### config.mk
export PLATFORM = sky130hd
export DESIGN_NAME = prot_region_unit
export DESIGN_NICKNAME = d
export VERILOG_FILES = /design/src/rtl/prot_pkg.sv /design/src/rtl/prot_region_match.sv /design/src/rtl/prot_default_map.sv /design/src/rtl/prot_perm_check.sv /design/src/rtl/prot_region_unit.sv
export SDC_FILE = /design/constraint.sdc
export NUM_CORES = 1
export LEC_CHECK = 0
export CAP_MARGIN = 0
export CELL_PAD_IN_SITES_DETAIL_PLACEMENT = 1
export CELL_PAD_IN_SITES_GLOBAL_PLACEMENT = 1
export CORE_MARGIN = 5
export CORE_UTILIZATION = 55
export CTS_BUF_LIST = sky130_fd_sc_hd__clkbuf_8
export CTS_CLUSTER_DIAMETER = 150
export DETAILED_ROUTE_END_ITERATION = 8
export PLACE_DENSITY = 0.95
export SLEW_MARGIN = 40
export SYNTH_ARGS = -nofsm -noshare
export SYNTH_HDL_FRONTEND = slang
export SYNTH_SLANG_ARGS = --single-unit
### constraint.sdc
create_clock -name clk -period 23.3 [get_ports clk]
set_input_delay 6.99 -clock clk [delete_from_list [all_inputs] [get_ports clk]]
set_output_delay 6.99 -clock clk [all_outputs]
set_load 0.1 [all_outputs]
### src/rtl/prot_pkg.sv
package prot_pkg;

    typedef enum logic [1:0] {
        MT_NORMAL = 2'd0,
        MT_DEVICE = 2'd1,
        MT_STRONG = 2'd2
    } mem_type_e;

    typedef enum logic [1:0] {
        CP_NONE = 2'd0,
        CP_WT   = 2'd1,
        CP_WBWA = 2'd2
    } cache_pol_e;

    typedef enum logic [1:0] {
        AK_READ  = 2'd0,
        AK_WRITE = 2'd1,
        AK_FETCH = 2'd2
    } acc_kind_e;

    typedef enum logic [1:0] {
        CK_CTRL = 2'd0,
        CK_BASE = 2'd1,
        CK_SIZE = 2'd2,
        CK_ATTR = 2'd3
    } cfg_kind_e;

    localparam int unsigned LG_MIN = 5;
    localparam int unsigned LG_MAX = 32;

    typedef struct packed {
        logic [26:0] base;
        logic [5:0]  lg;
        logic        en;
        logic [2:0]  ap;
        logic        xn;
        logic [1:0]  mtype;
        logic        shared;
        logic [1:0]  cpol;
    } region_t;

    typedef struct packed {
        logic [1:0] mtype;
        logic       shared;
        logic [1:0] cpol;
        logic       xn;
    } attr_t;

endpackage

### src/rtl/prot_region_match.sv
module prot_region_match
    import prot_pkg::*;
(
    input  region_t     rgn,
    input  logic [31:0] addr,
    output logic        match
);
    logic [31:0] mask;

    always_comb begin
        if (rgn.lg >= 6'(LG_MAX)) begin
            mask = '0;
        end else begin
            mask = ~((32'd1 << rgn.lg[4:0]) - 32'd1);
        end
        match = rgn.en && (((addr ^ {rgn.base, 5'b0}) & mask) == 32'd0);
    end
endmodule

### src/rtl/prot_default_map.sv
module prot_default_map
    import prot_pkg::*;
(
    input  logic [3:0] top_nib,
    input  logic       fetch,
    input  logic       icache_en,
    input  logic       dcache_en,
    input  logic       hivec,
    output attr_t      attr
);
    always_comb begin
        attr = '{mtype: MT_NORMAL, shared: 1'b0, cpol: CP_NONE, xn: 1'b0};
        unique case (top_nib)
            4'hF: begin
                attr.mtype  = fetch ? MT_NORMAL : MT_STRONG;
                attr.shared = !fetch;
                attr.xn     = !hivec;
            end
            4'hC, 4'hD, 4'hE: begin
                attr.mtype  = MT_STRONG;
                attr.shared = 1'b1;
                attr.xn     = 1'b1;
            end
            4'hA, 4'hB: begin
                attr.mtype  = MT_DEVICE;
                attr.shared = 1'b1;
                attr.xn     = 1'b1;
            end
            4'h8, 4'h9: begin
                attr.mtype  = MT_DEVICE;
                attr.xn     = 1'b1;
            end
            default: begin
                if (fetch) begin
                    attr.cpol = icache_en ? CP_WBWA : CP_NONE;
                end else if (!dcache_en || top_nib[2:1] == 2'b11) begin
                    attr.shared = 1'b1;
                end else if (top_nib[2]) begin
                    attr.cpol = CP_WT;
                end else begin
                    attr.cpol = CP_WBWA;
                end
            end
        endcase
    end
endmodule

### src/rtl/prot_perm_check.sv
module prot_perm_check
    import prot_pkg::*;
(
    input  logic [2:0] ap,
    input  logic [1:0] kind,
    input  logic       priv,
    input  logic       xn,
    output logic       fault
);
    logic rd_ok;
    logic wr_ok;

    always_comb begin
        rd_ok = 1'b0;
        wr_ok = 1'b0;
        case (ap)
            3'd1: begin rd_ok = priv; wr_ok = priv; end
            3'd2: begin rd_ok = 1'b1; wr_ok = priv; end
            3'd3: begin rd_ok = 1'b1; wr_ok = 1'b1; end
            3'd5: begin rd_ok = priv; end
            3'd6: begin rd_ok = 1'b1; end
            default: ;
        endcase
        if (kind == AK_WRITE) begin
            fault = !wr_ok;
        end else begin
            fault = !rd_ok || (kind == AK_FETCH && xn);
        end
    end
endmodule

### src/rtl/prot_region_unit.sv
module prot_region_unit
    import prot_pkg::*;
#(
    parameter int unsigned NUM_REGIONS = 12
) (
    input  logic        clk,
    input  logic        rst_n,
    input  logic        cfg_we,
    input  logic        cfg_priv,
    input  logic [1:0]  cfg_kind,
    input  logic [3:0]  cfg_idx,
    input  logic [31:0] cfg_wdata,
    output logic        cfg_err,
    input  logic [31:0] acc_addr,
    input  logic [1:0]  acc_kind,
    input  logic        acc_priv,
    input  logic        icache_en,
    input  logic        dcache_en,
    input  logic        hivec,
    output logic        hit,
    output logic [3:0]  hit_idx,
    output logic [1:0]  mem_type,
    output logic        shared,
    output logic [1:0]  cache_pol,
    output logic        xn,
    output logic        perm_fault
);
    localparam int unsigned NR = (NUM_REGIONS == 0) ? 1 : NUM_REGIONS;
    localparam logic HAS_RGN = (NUM_REGIONS != 0);

    if (!(NUM_REGIONS == 0 || NUM_REGIONS == 8 || NUM_REGIONS == 12)) begin : g_bad_count
        $error("NUM_REGIONS must be 0, 8 or 12");
    end

    typedef struct packed {
        logic             unit_en;
        logic             err;
        region_t [NR-1:0] rgn;
    } state_t;

    state_t st_d, st_q;

    // next-state: configuration port
    always_comb begin
        logic [5:0] lg_in;
        st_d     = st_q;
        st_d.err = 1'b0;
        lg_in    = cfg_wdata[6:1];
        if (lg_in < 6'(LG_MIN)) lg_in = 6'(LG_MIN);
        if (lg_in > 6'(LG_MAX)) lg_in = 6'(LG_MAX);
        if (cfg_we) begin
            if (!cfg_priv) begin
                st_d.err = 1'b1;
            end else if (cfg_kind == CK_CTRL) begin
                st_d.unit_en = cfg_wdata[0] && HAS_RGN;
            end else if (HAS_RGN) begin
                for (int i = 0; i < int'(NR); i++) begin
                    if (cfg_idx == 4'(i)) begin
                        unique case (cfg_kind)
                            CK_BASE: st_d.rgn[i].base = cfg_wdata[31:5];
                            CK_SIZE: begin
                                st_d.rgn[i].en = cfg_wdata[0];
                                st_d.rgn[i].lg = lg_in;
                            end
                            CK_ATTR: begin
                                st_d.rgn[i].ap     = cfg_wdata[2:0];
                                st_d.rgn[i].xn     = cfg_wdata[3];
                                st_d.rgn[i].mtype  = cfg_wdata[5:4];
                                st_d.rgn[i].shared = cfg_wdata[6];
                                st_d.rgn[i].cpol   = cfg_wdata[8:7];
                            end
                            default: ;
                        endcase
                    end
                end
            end
        end
    end

    always_ff @(posedge clk or negedge rst_n) begin
        if (!rst_n) begin
            st_q.unit_en <= 1'b0;
            st_q.err     <= 1'b0;
            for (int i = 0; i < int'(NR); i++) begin
                st_q.rgn[i]    <= '0;
                st_q.rgn[i].lg <= 6'(LG_MIN);
            end
        end else begin
            st_q <= st_d;
        end
    end

    // lookup path
    logic [NR-1:0] match;

    for (genvar g = 0; g < int'(NR); g++) begin : g_match
        prot_region_match u_match (
            .rgn   (st_q.rgn[g]),
            .addr  (acc_addr),
            .match (match[g])
        );
    end

    logic    any_match;
    logic [3:0] win;
    region_t sel;

    always_comb begin
        any_match = 1'b0;
        win       = 4'd0;
        for (int i = 0; i < int'(NUM_REGIONS); i++) begin
            if (match[i]) begin
                any_match = 1'b1;
                win       = 4'(i);
            end
        end
        sel = st_q.rgn[0];
        for (int i = 0; i < int'(NR); i++) begin
            if (win == 4'(i)) sel = st_q.rgn[i];
        end
    end

    attr_t dflt;

    prot_default_map u_dflt (
        .top_nib   (acc_addr[31:28]),
        .fetch     (acc_kind == AK_FETCH),
        .icache_en (icache_en),
        .dcache_en (dcache_en),
        .hivec     (hivec),
        .attr      (dflt)
    );

    logic       use_rgn;
    attr_t      eff;
    logic [2:0] ap_eff;

    always_comb begin
        use_rgn = st_q.unit_en && any_match;
        if (use_rgn) begin
            eff    = '{mtype: sel.mtype, shared: sel.shared, cpol: sel.cpol, xn: sel.xn};
            ap_eff = sel.ap;
        end else begin
            eff    = dflt;
            ap_eff = 3'd3;
        end
    end

    prot_perm_check u_perm (
        .ap    (ap_eff),
        .kind  (acc_kind),
        .priv  (acc_priv),
        .xn    (eff.xn),
        .fault (perm_fault)
    );

    assign cfg_err   = st_q.err;
    assign hit       = use_rgn;
    assign hit_idx   = use_rgn ? win : 4'd0;
    assign mem_type  = eff.mtype;
    assign shared    = eff.shared;
    assign cache_pol = eff.cpol;
    assign xn        = eff.xn;
endmodule

==> results of run 1 <==
==> registers in the layout, summed over array words and instances (netlist names) <==
signal / flops
cfg_err: 1
st_q: 517
==> metal layers <==
metal	GRT usage [%]	vias up	wire [µm]
met5	0	-	54
met1	52.9	14489	49900
li1	-	11891	-
met4	26.6	6	11100
met2	61.5	1805	58000
met3	10.9	587	14300
==> final cells by class <==
cell class / instances / share of cell area [%]
timing repair buffer: 162 / 3.84
antenna: 5 / 0.0355
clock inverter: 47 / 0.752
sequential: 518 / 36.9
multi-input combinational: 2427 / 50.6
clock buffer: 122 / 4.76
inverter: 40 / 0.426
tap: 765 / 2.72
==> stage by stage <==
stage,cell area [µm²],setup slack [ns]
6_report,35300,3.51
5_1_grt,35200,3.32
4_1_cts,35200,3.48
3_5_place_dp,33300,3.53
3_3_place_gp,33300,2.86
2_1_floorplan,32000,4.46
==> final timing paths <==
kind | from | end | slack, ns | cells past startpoint
min in group asynchronous | rst_n | st_q[388] | 6.22 | 1
setup reg to reg | st_q[229] | st_q[229] | 21.65 | 2
hold reg to reg | st_q[144] | st_q[144] | 0.50 | 2
hold / removal | st_q[144] | st_q[144] | 0.50 | 2
max in group asynchronous | rst_n | st_q[314] | 15.15 | 3
setup / recovery | acc_addr[29] | perm_fault | 3.51 | 18
==> cells in the final DEF (no fill, tap or decap), drive strengths merged, types with 17 or more instances in the layout <==
cell type / synthesis / layout
dfrtp: 494 / 494
mux2: 454 / 454
nand2: 262 / 262
o21ai: 198 / 198
xor2: 181 / 181
nor2: 171 / 171
xnor2: 161 / 161
a21oi: 143 / 143
clkbuf: 203 / 125
buf: 73 / 101
inv: 38 / 74
nand3: 71 / 71
nor3: 63 / 63
clkdlybuf4s50: 0 / 58
nor4: 44 / 44
a31oi: 43 / 43
nand4: 37 / 37
o211ai: 37 / 37
nor2b: 27 / 27
a221oi: 26 / 26
o221ai: 25 / 25
or3: 24 / 24
dfstp: 24 / 24
and2: 24 / 24
o31ai: 24 / 24
a211oi: 22 / 22
nand2b: 21 / 21
and3: 19 / 19
mux2i: 19 / 19
nor3b: 17 / 17
==> power groups by stage <==
stage	clock network [mW]	registers, mW	logic (mW)
after floorplan	0	1.01	0.321
after global placement	0	1.04	0.449
after detailed placement	0	1.05	0.466
after CTS	0.905	1.03	0.473
after global routing	0.949	1.04	0.513
final	0.900	1.04	0.486
==> worst register-to-register path: stages (launching register included) <==
cell	delay, ns
dfrtp_1	0.90
inv_2	0.27
o21ai_0	0.35
==> logic make-up (layout without fill, tap and decap cells) <==
group	count (synthesis)	count (layout)	synth area share, %
other cells	0	5	0
flops	518	518	40.6
xor+xnor	342	342	9.38
fa+ha+maj	15	15	0.563
compound gates	755	755	15.9
simple gates	842	842	13.0
mux	473	473	16.6
buf+inv	316	371	3.96
==> metrics.csv, run 1 <==
metric,value,unit
finalHoldViolCount,0,
dpl.cell_count,3911,
cp_slowest_cell,clkdlybuf4s50_1,
power_switching,789,µW
hold_class,flop to flop,
period_needed,19.79,ns
start_util,55.5,%
synth_area_leaders,"dfrtp_1 39%, mux2_2 16%, xor2_1 5.0%",
holdWs,0.498,ns
yosysWarnings,0,
maxCapViolCount,0,
fin_tns_setup,0,ns
cts-root-buf,clkbuf_8,
place.gp.congestion,1.02,
synth_top_area_share,38.6,%
clk-insertion-delay-late,0.70,ns
p_seq_share,42.8,%
postCtsSetupRepairBufs,0,
die_area,63100,µm²
ys_ff_latch,518,
ir_drop,0.0000559,V
ys_seq_area_share,40.6,%
track_usage,41.1,%
powerDensity,68.7,nW/µm²
max_slew_margin,34.1,%
dr.pass1.iters,6,
post-route-drc-count,0,
h-tree-depth,3,
grt_overflow_total,0,
crit_arrival,12.80,ns
post-synth-top-count-cell,dfrtp_1,
rows,88,
ys.flop_type,dfrtp_1,
synth_area,32000,µm²
drive_above_1_share,23.6,%
vias_per_cell,7.04,
fin_cells,4086,
status,"finished, final reports clean",
synth_cell_types,97,
crit_required,16.31,ns
clock_skew,0,ns
finalSetupViolations,0,
grt_pass1_vias,30273,
clk_pin_slew,0.06,ns
max_stage_delay,1.02,ns
timing.final.crit_share,84.9,%
fp.dieW,251,µm
clockBufferDepth,3,
holdBufCountCts,0,
synth_top_area_cell,dfrtp_1,
setup.worst_path.class,input port to output port,
multiInputGateArea,17800,µm²
cp_top_family,compound AO/OA/AOI/OAI gates,
avgSynthCellArea,9.82,µm²
p_sw_share,32.6,%
synthTopCellsByCount,"494 x dfrtp_1, 454 x mux2_2, 262 x nand2_1, 203 x clkbuf_1, 187 x o21ai_0",
synthArstFlopShare,100,%
drt-initial-drc-count,3380,
numPortBuffers,92,
ios,93,
worstMarginPinSlew,0.986,ns
rsz0062_at_grt,no,
regArea,13000,µm²
cts_tree,built,
critical_path.startpoint_type,input port,
clkPwrFrac,37.1,%
fp.dieH,251,µm
finish.utilization,61.1,%
ctsResizeCount,0,
synth_nets,3353,
area_growth,10.1,%
wl_per_cell,32.6,µm
crit_top_cell,o211ai_2,
worstPathMaxFanout,10,
grt_pass1_wl,197,mm
fin_nets,3332,
vias,28778,
timing.fmax,50.5,MHz
dp_hpwl,85.6,mm
grt_max_degree,91,
final_antenna_net_count,0,
syn-instance-count,3261,
power_leakage,15.7,nW
crit_chain,"clkdlybuf4s50_1, buf_4, xnor2_1, o32ai_1, or4b_1, or4_1, nor4_1, a32oi_1, clkbuf_4, o211ai_1, o211ai_2, a21boi_2, and3_1, a2111oi_0, o21ai_1, o21ai_0, o211ai_2, buf_2",
cp_num_buf_inv,4,
fill_cells,6321,
clock_sinks,518,
combinationalPowerShare,20.1,%
core,57700,µm²
endpoint_kind,output port,
drv_slew,0,
p_total,2.42,mW
antenna_found_initial,12,
wirelength,133,mm
internal_power,1.63,mW
cts_buffers,91,
synth_edf_count,0,
No activity file was read; power rests on OpenSTA's default activity.
==> inputs of run 2 (changes only) <==
--- a/config.mk
+++ b/config.mk
@@ -9,11 +9,11 @@
 export CELL_PAD_IN_SITES_DETAIL_PLACEMENT = 1
 export CELL_PAD_IN_SITES_GLOBAL_PLACEMENT = 1
 export CORE_MARGIN = 5
-export CORE_UTILIZATION = 55
+export CORE_UTILIZATION = 46
 export CTS_BUF_LIST = sky130_fd_sc_hd__clkbuf_8
 export CTS_CLUSTER_DIAMETER = 150
 export DETAILED_ROUTE_END_ITERATION = 8
-export PLACE_DENSITY = 0.95
+export PLACE_DENSITY = 0.91
 export SLEW_MARGIN = 40
 export SYNTH_ARGS = -nofsm -noshare
 export SYNTH_HDL_FRONTEND = slang
==> constraint.sdc (replaced) <==
create_clock -name clk -period 17.5 [get_ports clk]
set_input_delay 5.25 -clock clk [delete_from_list [all_inputs] [get_ports clk]]
set_output_delay 5.25 -clock clk [all_outputs]
set_load 0.1 [all_outputs]
==> run 2 against run 1 <==
  * Design area rose by 0.74%
  * Clock-buffer cell count fell by 5
  * Setup slack got worse by 2.4 ns
  * Critical path depth did not move
  * Wire length rose by 4.1%
  * Sequential power rose by 33%
  * Combinational power rose by 38%
  * Clock power rose by 36%
  * Cell count rose by 4.4%
  * Core utilization fell by 9.5 points
  * Highest routed layer unchanged
==> metrics.csv, run 2 (synthesis gave the netlist of run 1 again) <==
metric,value,unit,change
status,"finished, final reports clean",,
worstPathMaxFanout,11,,+1
finalSetupViolations,0,,unchanged
worstMarginPinSlew,1.03,ns,+0.0453 ns
ios,93,,unchanged
clock_skew,0,ns,unchanged
critical_path.startpoint_type,input port,,
rsz0062_at_grt,no,,
crit_top_cell,buf_4,,
wirelength,139,mm,+4.1%
cts-root-buf,clkbuf_8,,
cp_num_buf_inv,4,,unchanged
cts_buffers,90,,-1.1%
antenna_found_initial,15,,+3
largest_reg_flops,517,,unchanged
grt_overflow_total,0,,unchanged
timing.fmax,60.9,MHz,
max_stage_delay,1.12,ns,+0.10 ns
hold_class,flop to flop,,
vias,29919,,+4.0%
grt_max_degree,105,,+15%
final_antenna_net_count,0,,unchanged
clk_pin_slew,0.06,ns,about the same
vias_per_cell,7.01,,-0.45%
rrSetupSlack,15.90,ns,-5.75 ns
place.gp.congestion,1.01,,-1.2%
wl_per_cell,32.5,µm,-0.33%
setup.worst_path.class,input port to output port,,
track_usage,36.0,%,-5.1 points
fp.dieH,274,µm,+9.0%
fin_nets,3344,,+0.36%
endpoint_kind,output port,,
holdBufCountCts,0,,unchanged
powerDensity,92.0,nW/µm²,+34%
period_needed,16.43,ns,
post-route-drc-count,0,,unchanged
core,68800,µm²,+19%
max_slew_margin,31.1,%,-3.0 points
drv_slew,0,,unchanged
clockBufferDepth,3,,unchanged
h-tree-depth,3,,unchanged
ctsResizeCount,0,,unchanged
top_register,st_q,,
crit_chain,"clkdlybuf4s50_1, buf_4, or4b_2, nand4_1, a2111oi_0, nand4_1, nor4_1, a32oi_1, buf_4, nor2_1, a21oi_1, a21boi_2, and3_1, a2111oi_0, o21ai_1, o21ai_0, o211ai_2, buf_4",,
fp.dieW,274,µm,+9.0%
ir_drop,0.0000677,V,+21%
dr.pass1.iters,6,,unchanged
numPortBuffers,92,,unchanged
grt_pass1_wl,205,mm,+4.0%
area_growth,10.9,%,
maxCapViolCount,0,,unchanged
crit_arrival,11.18,ns,-1.62 ns
pre_cts_slack,1.48,ns,-2.05 ns
power_leakage,15.7,nW,+0.36%
final_common_cell,dfrtp_1,,
fill_cells,7575,,+20%
rows,96,,+9.1%
fin_ws,1.07,ns,-2.44 ns
die_area,75000,µm²,+19%
dp_hpwl,87.4,mm,+2.2%
grt_pass1_vias,31302,,+3.4%
start_util,46.5,%,-9.0 points
drt-initial-drc-count,4373,,+29%
cp_slowest_cell,clkdlybuf4s50_1,,
finish.utilization,51.6,%,-9.5 points
drive_above_1_share,23.8,%,+0.11 points
postCtsSetupRepairBufs,0,,unchanged
crit_required,12.25,ns,-4.06 ns
fin_tns_setup,0,ns,unchanged
timing.final.crit_share,93.9,%,
clock_sinks,518,,unchanged
final_cell_mix,"489 x dfrtp_1, 454 x mux2_2, 262 x nand2_1",,
cts_tree,built,,
clk-insertion-delay-late,0.71,ns,about the same
finalHoldViolCount,0,,unchanged
cp_top_family,compound AO/OA/AOI/OAI gates,,
run 2: final cells by class:
class | count | area (µm²) | area share [%]
inverter | 40 | 150 | 0.423
multi-input combinational | 2427 | 17800 | 50.2
clock buffer | 117 | 1610 | 4.53
sequential | 518 | 13000 | 36.6
antenna | 15 | 37.5 | 0.106
clock inverter | 44 | 287 | 0.807
tap | 931 | 1160 | 3.28
timing repair buffer | 175 | 1430 | 4.02
run 2: per-layer routing:
metal	track usage (%)	up-vias	routed length, µm
met5	0	-	23
met4	27.2	2	13000
met3	12.3	892	17400
met2	53.4	2303	59500
met1	43.2	14818	48800
li1	-	11904	-
run 2: tightest hold or removal path: stages (launching register included):
cell,delay (ns)
dfrtp_1,0.35
nand2_1,0.05
o21ai_0,0.06
run 2: final timing paths:
| check | cells past startpoint | start | end |
|---|---|---|---|
| setup reg to reg | 2 | st_q[229] | st_q[229] |
| hold reg to reg | 2 | st_q[432] | st_q[432] |
| min in group asynchronous | 1 | rst_n | st_q[340] |
| hold / removal | 2 | st_q[432] | st_q[432] |
| max in group asynchronous | 5 | rst_n | st_q[56] |
| setup / recovery | 18 | acc_addr[3] | perm_fault |
run 2: power by group:
part | switching (mW) | leakage, nW | total, mW | internal [mW]
Clock | 0.560 | 1.10 | 1.22 | 0.655
Combinational | 0.429 | 7.66 | 0.673 | 0.244
Sequential | 0.101 | 6.99 | 1.38 | 1.28
Total | 1.09 | 15.7 | 3.27 | 2.18
run 2: stage by stage:
stage / area, µm² / total power [mW] / hold slack [ns] / cells
finish: 35500 / 3.27 / 0.490 / 4267
global route: 35500 / 3.36 / 0.519 / 4258
CTS: 35400 / 3.23 / 0.489 / 4250
detailed placement: 33500 / 2.02 / 0.475 / 4089
global placement: 33600 / 1.98 / 0.461 / 4088
floorplan: 32000 / 1.77 / 0.450 / 3261
